==> config.mk <==
export PLATFORM = sky130hd
export DESIGN_NAME = dma_seq_top
export DESIGN_NICKNAME = d
export VERILOG_FILES = /design/src/rtl/dma_seq_pkg.sv /design/src/rtl/dma_req_latch.sv /design/src/rtl/dma_byte_cnt.sv /design/src/rtl/dma_quota_cnt.sv /design/src/rtl/dma_vec_reg.sv /design/src/rtl/dma_seq_fsm.sv /design/src/rtl/dma_seq_top.sv
export SDC_FILE = /design/constraint.sdc
export NUM_CORES = 1
export LEC_CHECK = 0
export BUFFER_PORTS_ARGS = -buffer_cell sky130_fd_sc_hd__buf_2
export CORE_ASPECT_RATIO = 0.7
export CORE_MARGIN = 5
export CORE_UTILIZATION = 49
export CTS_BUF_LIST = sky130_fd_sc_hd__clkbuf_4 sky130_fd_sc_hd__clkbuf_8
export DETAILED_ROUTE_END_ITERATION = 10
export PLACE_DENSITY = 0.87
export SETUP_SLACK_MARGIN = 0.4
export SYNTH_ARGS = -nofsm -noshare
export SYNTH_HDL_FRONTEND = slang
export SYNTH_SLANG_ARGS = --single-unit
==> constraint.sdc <==
create_clock -name clk -period 2 [get_ports clk]
set_clock_uncertainty 0.15 [all_clocks]
set_input_delay 0.5 -clock clk [delete_from_list [all_inputs] [get_ports clk]]
set_output_delay 0.5 -clock clk [all_outputs]
set_load 0.03 [all_outputs]
==> src/rtl/dma_seq_pkg.sv <==
package dma_seq_pkg;

    // width of the per-tenure transfer counter; quota 2^8 needs 9 bits
    localparam int QCNT_W = 9;

    typedef enum logic [2:0] {
        ST_IDLE   = 3'd0,
        ST_ARB    = 3'd1,
        ST_XFER   = 3'd2,
        ST_YIELD  = 3'd3,
        ST_FINISH = 3'd4
    } seq_state_t;

    // bytes moved per transfer for a size code
    function automatic logic [2:0] step_of(input logic [1:0] code);
        logic [2:0] s;
        unique case (code)
            2'b00:   s = 3'd1;
            2'b01:   s = 3'd2;
            default: s = 3'd4;
        endcase
        return s;
    endfunction

    // transfers per tenure for a nonzero bandwidth code: 2^(code+1)
    function automatic logic [QCNT_W-1:0] quota_of(input logic [2:0] code);
        logic [QCNT_W-1:0] q;
        q = '0;
        q[int'(code) + 1] = 1'b1;
        return q;
    endfunction

endpackage

==> src/rtl/dma_req_latch.sv <==
module dma_req_latch (
    input  logic clk,
    input  logic rst_n,
    input  logic sel_ext,
    input  logic req_int,
    input  logic req_ext,
    input  logic block,
    input  logic consume,
    output logic pending
);
    logic line;
    logic line_q;
    logic rise;

    assign line = sel_ext ? req_ext : req_int;
    assign rise = line & ~line_q;

    always_ff @(posedge clk or negedge rst_n) begin
        if (!rst_n) begin
            line_q  <= 1'b0;
            pending <= 1'b0;
        end else begin
            line_q <= line;
            // a new edge wins over a consume in the same cycle
            if (rise && !block) begin
                pending <= 1'b1;
            end else if (consume) begin
                pending <= 1'b0;
            end
        end
    end
endmodule

==> src/rtl/dma_byte_cnt.sv <==
module dma_byte_cnt #(
    parameter int BC_W = 16
) (
    input  logic            clk,
    input  logic            rst_n,
    input  logic            wr_en,
    input  logic [BC_W-1:0] wr_data,
    input  logic            dec_en,
    input  logic [2:0]      step,
    output logic [BC_W-1:0] count,
    output logic            is_zero,
    output logic            last_xfer
);
    logic [BC_W-1:0] step_w;

    assign step_w    = BC_W'(step);
    assign is_zero   = (count == '0);
    assign last_xfer = (count <= step_w);

    always_ff @(posedge clk or negedge rst_n) begin
        if (!rst_n) begin
            count <= '0;
        end else if (wr_en) begin
            count <= wr_data;
        end else if (dec_en) begin
            count <= last_xfer ? '0 : count - step_w;
        end
    end
endmodule

==> src/rtl/dma_quota_cnt.sv <==
module dma_quota_cnt
    import dma_seq_pkg::*;
(
    input  logic       clk,
    input  logic       rst_n,
    input  logic       clr,
    input  logic       inc,
    input  logic [2:0] bw,
    output logic       quota_hit
);
    logic [QCNT_W-1:0] done_cnt;
    logic [QCNT_W-1:0] limit;

    assign limit     = quota_of(bw);
    // true while the transfer being acknowledged fills the quota
    assign quota_hit = (bw != 3'd0) && ((done_cnt + QCNT_W'(1)) == limit);

    always_ff @(posedge clk or negedge rst_n) begin
        if (!rst_n) begin
            done_cnt <= '0;
        end else if (clr) begin
            done_cnt <= '0;
        end else if (inc) begin
            done_cnt <= done_cnt + QCNT_W'(1);
        end
    end
endmodule

==> src/rtl/dma_vec_reg.sv <==
module dma_vec_reg #(
    parameter logic [7:0] VEC_RST = 8'h0F
) (
    input  logic       clk,
    input  logic       rst_n,
    input  logic       wr_en,
    input  logic [7:0] wr_data,
    input  logic       mod_sel,
    input  logic       oe,
    output logic [7:0] vec_out
);
    logic [7:0] vec_q;

    always_ff @(posedge clk or negedge rst_n) begin
        if (!rst_n) begin
            vec_q <= VEC_RST;
        end else if (wr_en) begin
            vec_q <= wr_data;
        end
    end

    assign vec_out = (mod_sel && oe) ? vec_q : 8'h00;
endmodule

==> src/rtl/dma_seq_fsm.sv <==
module dma_seq_fsm
    import dma_seq_pkg::*;
(
    input  logic clk,
    input  logic rst_n,
    input  logic steal,
    input  logic pending,
    input  logic bc_zero,
    input  logic bc_last,
    input  logic quota_hit,
    input  logic grant,
    input  logic ack,
    input  logic done_wr,
    input  logic stat_clr,
    output logic bus_req,
    output logic strobe,
    output logic dec_en,
    output logic q_inc,
    output logic q_clr,
    output logic consume,
    output logic irq,
    output logic done_flag
);
    seq_state_t state;
    seq_state_t state_nx;
    logic       stop_q;
    logic       stop;

    assign stop = stop_q | done_wr;

    // state register
    always_ff @(posedge clk or negedge rst_n) begin
        if (!rst_n) begin
            state <= ST_IDLE;
        end else begin
            state <= state_nx;
        end
    end

    // DONE latch and sticky completion flag
    always_ff @(posedge clk or negedge rst_n) begin
        if (!rst_n) begin
            stop_q    <= 1'b0;
            done_flag <= 1'b0;
        end else begin
            if (state == ST_FINISH) begin
                stop_q <= 1'b0;
            end else if (done_wr) begin
                stop_q <= 1'b1;
            end
            if (state == ST_FINISH) begin
                done_flag <= 1'b1;
            end else if (stat_clr) begin
                done_flag <= 1'b0;
            end
        end
    end

    // next state
    always_comb begin
        state_nx = state;
        unique case (state)
            ST_IDLE: begin
                if (stop) begin
                    state_nx = ST_FINISH;
                end else if (pending && !done_flag && !bc_zero) begin
                    state_nx = ST_ARB;
                end
            end
            ST_ARB: begin
                if (stop) begin
                    state_nx = ST_FINISH;
                end else if (grant) begin
                    state_nx = ST_XFER;
                end
            end
            ST_XFER: begin
                if (ack) begin
                    if (bc_last || stop) begin
                        state_nx = ST_FINISH;
                    end else if (steal) begin
                        state_nx = ST_IDLE;
                    end else if (quota_hit) begin
                        state_nx = ST_YIELD;
                    end else begin
                        state_nx = ST_ARB;
                    end
                end
            end
            ST_YIELD: begin
                state_nx = stop ? ST_FINISH : ST_ARB;
            end
            ST_FINISH: begin
                state_nx = ST_IDLE;
            end
            default: state_nx = ST_IDLE;
        endcase
    end

    // outputs
    always_comb begin
        bus_req = 1'b0;
        strobe  = 1'b0;
        dec_en  = 1'b0;
        q_inc   = 1'b0;
        q_clr   = 1'b0;
        consume = 1'b0;
        irq     = 1'b0;
        unique case (state)
            ST_IDLE: begin
                q_clr = 1'b1;
            end
            ST_ARB: begin
                bus_req = 1'b1;
                strobe  = grant && !stop;
            end
            ST_XFER: begin
                bus_req = 1'b1;
                dec_en  = ack;
                q_inc   = ack;
                consume = ack && steal;
            end
            ST_YIELD: begin
                q_clr = 1'b1;
            end
            ST_FINISH: begin
                q_clr   = 1'b1;
                consume = 1'b1;
                irq     = 1'b1;
            end
            default: begin
                q_clr = 1'b1;
            end
        endcase
    end
endmodule

==> src/rtl/dma_seq_top.sv <==
module dma_seq_top
    import dma_seq_pkg::*;
#(
    parameter int         BC_W    = 16,
    parameter logic [7:0] VEC_RST = 8'h0F
) (
    input  logic            clk,
    input  logic            rst_n,
    input  logic            cfg_steal,
    input  logic            cfg_ext_sel,
    input  logic [2:0]      cfg_bw,
    input  logic [1:0]      cfg_size,
    input  logic            req_int,
    input  logic            req_ext,
    input  logic            bc_wr_en,
    input  logic [BC_W-1:0] bc_wr_data,
    input  logic            done_wr,
    input  logic            stat_clr,
    input  logic            vec_wr_en,
    input  logic [7:0]      vec_wr_data,
    input  logic            mod_sel,
    input  logic            vec_oe,
    output logic [7:0]      vec_out,
    input  logic            bus_grant,
    output logic            bus_req,
    output logic            xfer_strobe,
    input  logic            xfer_ack,
    output logic [BC_W-1:0] byte_count,
    output logic            done_flag,
    output logic            irq
);
    logic pending;
    logic consume;
    logic bc_zero;
    logic bc_last;
    logic dec_en;
    logic q_inc;
    logic q_clr;
    logic quota_hit;

    dma_req_latch u_req (
        .clk     (clk),
        .rst_n   (rst_n),
        .sel_ext (cfg_ext_sel),
        .req_int (req_int),
        .req_ext (req_ext),
        .block   (done_flag),
        .consume (consume),
        .pending (pending)
    );

    dma_byte_cnt #(.BC_W(BC_W)) u_bc (
        .clk       (clk),
        .rst_n     (rst_n),
        .wr_en     (bc_wr_en),
        .wr_data   (bc_wr_data),
        .dec_en    (dec_en),
        .step      (step_of(cfg_size)),
        .count     (byte_count),
        .is_zero   (bc_zero),
        .last_xfer (bc_last)
    );

    dma_quota_cnt u_quota (
        .clk       (clk),
        .rst_n     (rst_n),
        .clr       (q_clr),
        .inc       (q_inc),
        .bw        (cfg_bw),
        .quota_hit (quota_hit)
    );

    dma_vec_reg #(.VEC_RST(VEC_RST)) u_vec (
        .clk     (clk),
        .rst_n   (rst_n),
        .wr_en   (vec_wr_en),
        .wr_data (vec_wr_data),
        .mod_sel (mod_sel),
        .oe      (vec_oe),
        .vec_out (vec_out)
    );

    dma_seq_fsm u_fsm (
        .clk       (clk),
        .rst_n     (rst_n),
        .steal     (cfg_steal),
        .pending   (pending),
        .bc_zero   (bc_zero),
        .bc_last   (bc_last),
        .quota_hit (quota_hit),
        .grant     (bus_grant),
        .ack       (xfer_ack),
        .done_wr   (done_wr),
        .stat_clr  (stat_clr),
        .bus_req   (bus_req),
        .strobe    (xfer_strobe),
        .dec_en    (dec_en),
        .q_inc     (q_inc),
        .q_clr     (q_clr),
        .consume   (consume),
        .irq       (irq),
        .done_flag (done_flag)
    );
endmodule

* Word-level counts from Yosys, hierarchy flattened
Cells that the tools add are included.
** Word-level totals
- Word-level logic and storage cells :: 80
- Input port bits :: 43
- Bits in registers :: 40
- Output and inout port bits :: 28
** Cells by class
- Add/subtract/negate cells :: 3
- Reductions and logical operators :: 22
- Equality and inequality tests :: 10
- Magnitude comparators :: 3
- Bitwise gates (word level) :: 3
- Muxes and demuxes :: 31
** Operators by type and width (count)
- two-way mux 16 bit :: 3
- greater-or-equal comparator 32 x 1 -> 1 bit (second input constant) :: 1
- < comparator 32 x 6 -> 1 bit (second input constant) :: 1
- two-way mux 3 bit :: 8
- two-way mux 9 bit :: 2
- less-or-equal comparator 16 x 3 -> 1 bit :: 1
- logical NOT 16 bit :: 1
- subtractor 16 x 3 -> 16 bit :: 1
- two-way mux 1 bit :: 12
- one-hot mux 3 bit (4 select lines) :: 1
- adder 9 x 1 -> 9 bit (second input constant) :: 1
- equality test 9 bit :: 1
- logical AND 1 bit :: 8
- two-way mux 8 bit :: 1
- nonzero test 2 bit :: 4
- equality test 3 x 2 -> 1 bit (second input constant) :: 2
- one-hot mux 3 bit (2 select lines) :: 1
- adder 3 x 1 -> 4 bit (second input constant) :: 1
- demux 1 bit (select 4 bit) :: 1
- equality test 3 x 1 -> 1 bit (second input constant) :: 1
- equality test 3 bit (second input constant) :: 1
- logical NOT 1 bit :: 3
- logical NOT 3 bit :: 1
- != test 3 x 1 -> 1 bit (second input constant) :: 1
- other kinds (14) :: 14

* Longest topological paths before layout
Gate-level depths: netlist of the first run.
- Word-level depth :: 12
- Gate-level depth with buffers :: 11
- Depth with buffers taken out :: 10

* Modules after synthesis
A second synthesis of the first run with hierarchy kept.
** Unflattened totals
- Cells, all modules :: 281
- Area total of the unflattened synthesis :: 2671.3 um^2
** By module, submodules not included
- dma_byte_cnt :: area an instance 1164.9 um^2, times used 1, sequential area each 400.4 um^2, cells each 131
- dma_quota_cnt :: area an instance 732.0 um^2, times used 1, sequential area each 225.2 um^2, cells each 84
- dma_vec_reg :: area an instance 386.6 um^2, times used 1, sequential area each 205.2 um^2, cells each 25
- dma_seq_fsm :: area an instance 292.8 um^2, times used 1, sequential area each 125.1 um^2, cells each 32
- dma_req_latch :: area an instance 81.3 um^2, times used 1, sequential area each 50.0 um^2, cells each 6
- dma_seq_top :: area an instance 13.8 um^2, times used 1, sequential area each 0.0 um^2, cells each 3

* Worst setup path before layout of the first run
Ideal clock, no wire load.
- Path kind :: in2reg
- Start point :: in cfg_size[1]
- End point :: reg u_bc.count[14]
- Path buffers :: 1
- Data arrival time :: 2161 ps
- Setup slack :: -444 ps
- Stages :: 11
- Cell sequence :: nor2_1 -> ha_1 -> inv_1 -> fa_1 -> a21oi_1 -> a31oi_1 -> o31ai_4 -> buf_6 -> nor3_1 -> a211oi_1 -> a21oi_1
** On the way
- Longest elaborated chain between the ends :: 6
- Elaborated cells between the ends (all ways) :: 8
- Classes of those cells :: 1 x add/sub; 1 x order compare; 1 x eq/ne; 4 x mux; 1 x reduce/logical
** Ends and longest elaborated chain
- from (decl) :: line dma_seq_top.sv:12 : input logic [1:0] cfg_size,
- equality test 2 x 1 -> 1 bit or logical NOT 2 bit (tied branches) :: line dma_seq_pkg.sv:17 : unique case (code)
- one-hot mux 3 bit (2 select lines) (*) :: line dma_seq_pkg.sv:17
- subtractor 16 x 3 -> 16 bit or less-or-equal comparator 16 x 3 -> 1 bit (tied branches) :: line dma_byte_cnt.sv:26, dma_byte_cnt.sv:18
- two-way mux 16 bit (*) :: line dma_byte_cnt.sv:26 : count <= last_xfer ? '0 : count - step_w;
- two-way mux 16 bit (*) :: line dma_byte_cnt.sv:25 : end else if (dec_en) begin
- two-way mux 16 bit (*) :: line dma_byte_cnt.sv:23 : end else if (wr_en) begin
- to (signal assigned) :: line dma_byte_cnt.sv:24 : count <= wr_data;
- to (signal assigned) :: line dma_byte_cnt.sv:26
- to (decl) :: line dma_byte_cnt.sv:10 : output logic [BC_W-1:0] count,
Mark *: on every way between the ends. The rest lies on a longest branch, timed or not. The select of a mux whose other input is x is not followed.
A chain may end at the register's enable or synchronous reset.

* Worst setup path after layout of the first run
- Start point :: reg u_bc.count[11]
- End point :: reg u_bc.count[5]
** On the way
- Longest elaborated chain between the ends :: 4
** Ends and longest elaborated chain
- less-or-equal comparator 16 x 3 -> 1 bit :: line dma_byte_cnt.sv:18 : assign last_xfer = (count <= step_w);
- two-way mux 16 bit :: line dma_byte_cnt.sv:26
- two-way mux 16 bit :: line dma_byte_cnt.sv:25
- two-way mux 16 bit :: line dma_byte_cnt.sv:23
Every way passes these cells. The select of a mux whose other input is x is not followed.

==> metrics.yaml, run 1 <==
crit_top_cell: "or3_4"
num_vias: 3173
drc: 0
die_y_um: 71.0
setup.worst_path.start: "u_bc.count[11]$_DFFE_PN0P_"
worstPathCellList: "or3_4, or3_4, nor3_4, buf_4, o21ai_0, a21oi_1, o21ai_1"
tns_ns: -5.79
power_uw: 3160
worst_setup_path_end_kind: "register"
synth_edf_count: 0
rows: 22
status: "finished with violations"
synth.cell_area_mm2: 0.00261
final_max_slew_viol_count: 0
min_period_ns: 2.37
worstSetupEndpoint: "u_bc.count[5]$_DFFE_PN0P_"
num-nets-final: 507
r2r-start: "u_bc.count[11]$_DFFE_PN0P_"
fin_area_mm2: 0.00440
cp.required_ns: 2.03
synth_async_sr_flop_share_pct: 100
syn_nets: 354
slowest_stage: "dfrtp_2"
post_dp_cell_area_mm2: 0.00351
hpwlAfterDp_um: 5770
synthCells: 306
routed_wirelength_um: 10000
power_density_mw_per_mm2: 719
path_buf_inv: 1
cts_num_sinks: 40
syn2layout_area_growth_pct: 68.8
ys_seq_area_share_pct: 38.6
final-hold-violation-count: 0
synth_most_common_cell: "dfrtp_1"
drtIter0Drc: 303
post-route-period-util_pct: 119
synth_warnings: 0
ant_nets: 0
cts.clk_slew.worst_paths_ns: 0.09
cp_top_family: "simple AND/OR/NAND/NOR gates"
fmaxAchievable_mhz: 421
reg2reg_slack_ns: -0.37
cts_buffer_depth: 2
r2r_end: "u_bc.count[5]$_DFFE_PN0P_"
start_util_pct: 50.1
synth_common_cells: "dfrtp_1 (36), nand2_1 (33), o21ai_0 (33)"
post_synth_main_area_contributors: "dfrtp_1 (35%), o21ai_0 (6.3%), nand2_1 (4.8%)"
synth_seq_cells: 40
finalSetupViolCount: 20
die_w_um: 97.2
grt_max_degree: 23
power.leakage_uw: 0.00193
peakVddDrop_uv: 556
netlist-cell-type-count: 51
port-buffer-count: 70
grt_pass1_wl_um: 15800
max_slew.worst_pin.slew_ns: 0.524
cpPeakStageDelay_ns: 0.43
antenna_found_initial: 0
drive_gt1_share_pct: 55.9
cts.htree.levels: 2
overflow: 0
setup_ws_ns: -0.374
rr_worst_depth: 7
routed_via_density: 5.96
synth.largest_area_cell: "dfrtp_1"
die-area_mm2: 0.00690
ys.flop_type: "dfrtp_1"
clkLatencyLatePin_ns: 0.30
tritoncts: "yes"
worstHoldPathType: "in2async"
num_antenna_cells: 0
cp_max_fo: 5
postSynthAreaPerCell_um2: 8.52
first_pass_iters: 5
cp.depth: 7
wl_per_cell_um: 18.8
grt_pass1_vias: 3226
cts_root_buf: "clkbuf_8"
core_mm2: 0.00520
yosysTopAreaCellShare_pct: 34.5
arrival_ns: 2.41
violations: "setup timing"
crit_type: "reg2reg"
drv_cap: 0
crit_path_start_kind: "register"
top_level_ports: 71
grtUsageTotal_pct: 28.1
worst_slew_margin_rel_pct: 65.0
gp_congestion: 0.885
rsz0062_at_grt: "true"
hold_buffers: 0
timing.hold.ws_ns: 0.0157
cts_buffers: 5
[final cells by class]
type                       count  area, um^2
inverter                       9        33.8
tap                           72        90.1
sequential                    40        1020
clock buffer                   5        68.8
timing repair buffer         161        1330
multi-input combinational    242        1810
fill                         271         802
clock inverter                 3        46.3
[registers in the layout, summed over array words and instances, names as in the netlist]
register / cells
u_bc.count: 16
u_quota.done_cnt: 9
u_vec.vec_q: 8
u_fsm.state: 3
u_fsm.done_flag: 1
u_fsm.stop_q: 1
u_req.line_q: 1
u_req.pending: 1
[layer usage]
metal	GRT usage [%]	part of all wire, %	vias up	routed length, um
met4	8.72	4.5	0	454
met3	5.42	9.0	53	903
met2	49.9	49	201	4890
met5	0	0	-	0
li1	-	-	1415	-
met1	34.7	38	1504	3760
[repair_timing]
| action | 4_1_cts | 5_1_grt |
|---|---|---|
| setup endpoints to repair | 52 | 56 |
| buffers inserted | 24 | 10 |
| resized for setup | 122 | 40 |
| pin swaps | 26 | 10 |
| gates cloned | 1 | 0 |
[metrics by stage]
step | util (%) | std cells | setup slack (ns)
final | 84.6 | 532 | -0.374
after global routing | 84.6 | 532 | -0.468
after CTS | 80.8 | 522 | -0.328
after detailed placement | 67.6 | 489 | -0.653
after global placement | 67.6 | 489 | -0.560
after floorplan | - | 306 | -0.415
[worst min path at each step]
stage                                     from                              end  slack (ns)  cells after the start
finish                                   rst_n  u_quota.done_cnt[6]$_DFFE_PN0P_        0.02                      1
global route                             rst_n       u_bc.count[15]$_DFFE_PN0P_        0.03                      1
CTS                                      rst_n  u_quota.done_cnt[6]$_DFFE_PN0P_        0.02                      1
detailed placement                       rst_n  u_quota.done_cnt[6]$_DFFE_PN0P_        0.34                      1
global placement    u_vec.vec_q[4]$_DFFE_PN0P_       u_vec.vec_q[4]$_DFFE_PN0P_        0.33                      1
floorplan                                rst_n        u_bc.count[0]$_DFFE_PN0P_        0.05                      0
[cells in the final DEF (no fill, tap or decap), types with 4 or more instances in the layout]
cell type | netlist | routed
buf_4 | 0 | 60
buf_6 | 2 | 58
buf_2 | 0 | 42
nand2_1 | 33 | 27
o21ai_1 | 9 | 25
dfrtp_1 | 36 | 25
nor2_1 | 24 | 19
a21oi_1 | 17 | 15
dfrtp_2 | 0 | 11
mux2_2 | 10 | 10
nor3_1 | 15 | 10
nand3_1 | 9 | 9
o21ai_0 | 33 | 9
and3_4 | 0 | 8
o21ai_2 | 0 | 8
nand3b_1 | 7 | 7
xnor2_1 | 8 | 7
inv_1 | 9 | 6
nor4_1 | 7 | 6
nor2_4 | 0 | 5
nand2_2 | 0 | 5
and3_1 | 13 | 5
clkbuf_8 | 0 | 5
nor3_4 | 1 | 4
dfstp_2 | 4 | 4
[cells by family after synthesis]
group,synth area share (%)
adders and majority gates,2.69
DFF,38.6
xor gates and xnor gates,2.69
and+or+nand+nor,26.9
AOI/OAI and AO/OA,20.4
buffers and inverters,4.03
muxes,4.70
[report_power, final]
part / internal, uW / switching [uW]
Combinational: 737 / 715
Sequential: 916 / 96.7
Clock: 376 / 323
No activity file was read; power rests on OpenSTA's default activity.
==> run 2: changes to the inputs <==
BUFFER_PORTS_ARGS = unset   (was -buffer_cell sky130_fd_sc_hd__buf_2)
CORE_UTILIZATION = 60   (was 49)
DONT_BUFFER_PORTS = 1   (was unset)
PLACE_DENSITY = 0.88   (was 0.87)
==> run 2 against run 1 <==
The flow still finishes with violations (setup timing). Worst hold slack improved by 0.11 ns. Critical path depth unchanged. Largest cell class unchanged. Combinational power decreased by 13%. Largest power group unchanged. Maximum frequency decreased by 3.7%. Non-clock buffer count decreased by 70.
==> metrics.yaml, run 2 (same netlist as run 1, synthesis figures left out) <==
status: "finished with violations"
violations: "setup timing"
final_max_slew_viol_count: 0  # unchanged
rows: 20  # -9.1%
drive_gt1_share_pct: 51.3  # -4.6 points
worstHoldStart: "stat_clr"
num_vias: 3407  # +7.4%
cts.htree.levels: 2  # unchanged
fmaxAchievable_mhz: 405  # -3.7%
mostFrequentLayoutCell: "buf_4"
peakVddDrop_uv: 979  # +76%
cts_root_buf: "clkbuf_8"
drtIter0Drc: 597  # +97%
rr_worst_depth: 7  # unchanged
finalSetupViolCount: 20  # unchanged
wl_per_cell_um: 28.2  # +50%
drc: 0  # unchanged
top_level_ports: 71  # unchanged
layout_common_cells: "buf_4 (58), dfrtp_1 (29), nand2_1 (27), buf_6 (24), o21ai_1 (20)"
drv_cap: 0  # unchanged
rsz0062_at_grt: "true"
arrival_ns: 2.50  # +0.09 ns
cts_buffers: 5  # unchanged
die_w_um: 88.8  # -8.6%
post-route-period-util_pct: 123  # +4.6 points
tritoncts: "yes"
worst_slew_margin_rel_pct: 69.2  # +4.2 points
cp_max_fo: 8  # +3
routed_wirelength_um: 12600  # +25%
die-area_mm2: 0.00579  # -16%
antenna_found_initial: 1  # +1
r2r-start: "u_bc.count[9]$_DFFE_PN0P_"
grt_pass1_wl_um: 16000  # +0.92%
port-buffer-count: 0  # -100%
clkLatencyLatePin_ns: 0.30  # about the same
cts_num_sinks: 40  # unchanged
min_path_cells: 1
ant_nets: 0  # unchanged
grt_max_degree: 41  # +78%
crit_path_start_kind: "register"
first_pass_iters: 8  # +3
largest_reg_flops: 16  # unchanged
worstHoldPathType: "in2reg"
final-hold-violation-count: 0  # unchanged
largest-register: "u_bc.count"
power_density_mw_per_mm2: 734  # +2.1%
start_util_pct: 60.9  # +11 points
cts.clk_slew.worst_paths_ns: 0.09  # about the same
hpwlAfterDp_um: 5200  # -9.9%
syn2layout_area_growth_pct: 55.8
whs_endpoint: "u_fsm.done_flag$_DFFE_PN0P_"
die_y_um: 65.2  # -8.3%
reg_top3: "u_bc.count x16, u_quota.done_cnt x9, u_vec.vec_q x8"
gp_congestion: 0.867  # -2.0%
r2r_end: "u_bc.count[4]$_DFFE_PN0P_"
cts_buffer_depth: 2  # unchanged
grt_pass1_vias: 3052  # -5.4%
crit_type: "reg2reg"
fin_util_pct: 94.9  # +10 points
power_uw: 2980  # -5.8%
reg2reg_slack_ns: -0.47  # -0.09 ns
grtUsageTotal_pct: 36.5  # +8.5 points
routed_via_density: 7.64  # +28%
min_period_ns: 2.47  # +0.0923 ns
tns_ns: -7.33  # -1.54 ns
max_slew.worst_pin.slew_ns: 0.460  # -0.0641 ns
core_mm2: 0.00428  # -18%
cp.required_ns: 2.03  # about the same
num-nets-final: 437  # -14%
setup_ws_ns: -0.467  # -0.0923 ns
worst_setup_path_end_kind: "register"
power.leakage_uw: 0.00165  # -15%
overflow: 0  # unchanged
## run 2: cell types whose count changed in the layout (fill, tap and decap cells not counted), moves of 3 or more
cell,delta
dfrtp_2,-4
dfrtp_1,+4
buf_6,-34
buf_2,-42
o21ai_2,+3
nor2_2,+3
nor2_1,-4
a21oi_1,-3
buf_16,+4
a21oi_2,+3
o21ai_1,-5
o31ai_1,-3
o31ai_2,+3
## run 2: routing by layer
metal  wire, um  global-route usage (%)
met5          0                       0
met4       1140                    15.5
met3       1840                    9.27
met2       5470                    59.6
met1       4110                    45.9
## run 2: power by group
group	switching, uW	internal (uW)
Sequential	124	912
Clock	319	370
Combinational	701	556
## run 2: worst max-delay path by stage
stage / depth (start not counted) / slack [ns] / startpoint / endpoint
final: 7 / -0.47 / u_bc.count[9]$_DFFE_PN0P_ / u_bc.count[4]$_DFFE_PN0P_
after global routing: 8 / -0.65 / u_bc.count[9]$_DFFE_PN0P_ / u_fsm.state[2]$_DFFE_PN0P_
after CTS: 11 / -0.31 / u_bc.count[0]$_DFFE_PN0P_ / u_bc.count[7]$_DFFE_PN0P_
after detailed placement: 10 / -0.52 / cfg_size[1] / u_bc.count[7]$_DFFE_PN0P_
after global placement: 10 / -0.42 / cfg_size[1] / u_bc.count[7]$_DFFE_PN0P_
after floorplan: 11 / -0.42 / cfg_size[1] / u_bc.count[14]$_DFFE_PN0P_
## run 2: what timing repair did
| action | CTS | global route |
|---|---|---|
| resized for setup | 79 | 55 |
| buffers inserted | 18 | 14 |
| cloned | 4 | 0 |
| hold endpoints to repair | 40 | 40 |
| setup endpoints to repair | 40 | 42 |
| pin swaps | 38 | 21 |
## run 2: area by class of cell
type	count	area [um^2]
Antenna cell	1	2.50
Clock buffer	5	68.8
Clock inverter	3	42.5
Fill cell	109	218
Inverter	9	41.3
Multi-Input combinational cell	242	1910
Sequential cell	40	1010
Tap cell	55	68.8
Timing Repair Buffer	91	913
## run 2: critical path: stages (launching register included)
cell	delay [ns]
dfrtp_2	0.42
or3_4	0.41
or3_4	0.43
nor3_4	0.25
buf_6	0.21
o21ai_0	0.17
a21oi_2	0.22
o21ai_1	0.09
## run 2: metrics by stage
| step | instance area, um^2 | setup WS (ns) | hold slack [ns] | std cells |
|---|---|---|---|---|
| 3_5_place_dp | 3120 | -0.522 | 0.0554 | 399 |
| 6_report | 4060 | -0.467 | 0.130 | 446 |
| 5_1_grt | 4060 | -0.648 | 0.121 | 446 |
| 2_1_floorplan | 2730 | -0.415 | 0.0544 | 306 |
| 4_1_cts | 3720 | -0.311 | -0.256 | 429 |
| 3_3_place_gp | 3120 | -0.425 | 0.0556 | 399 |
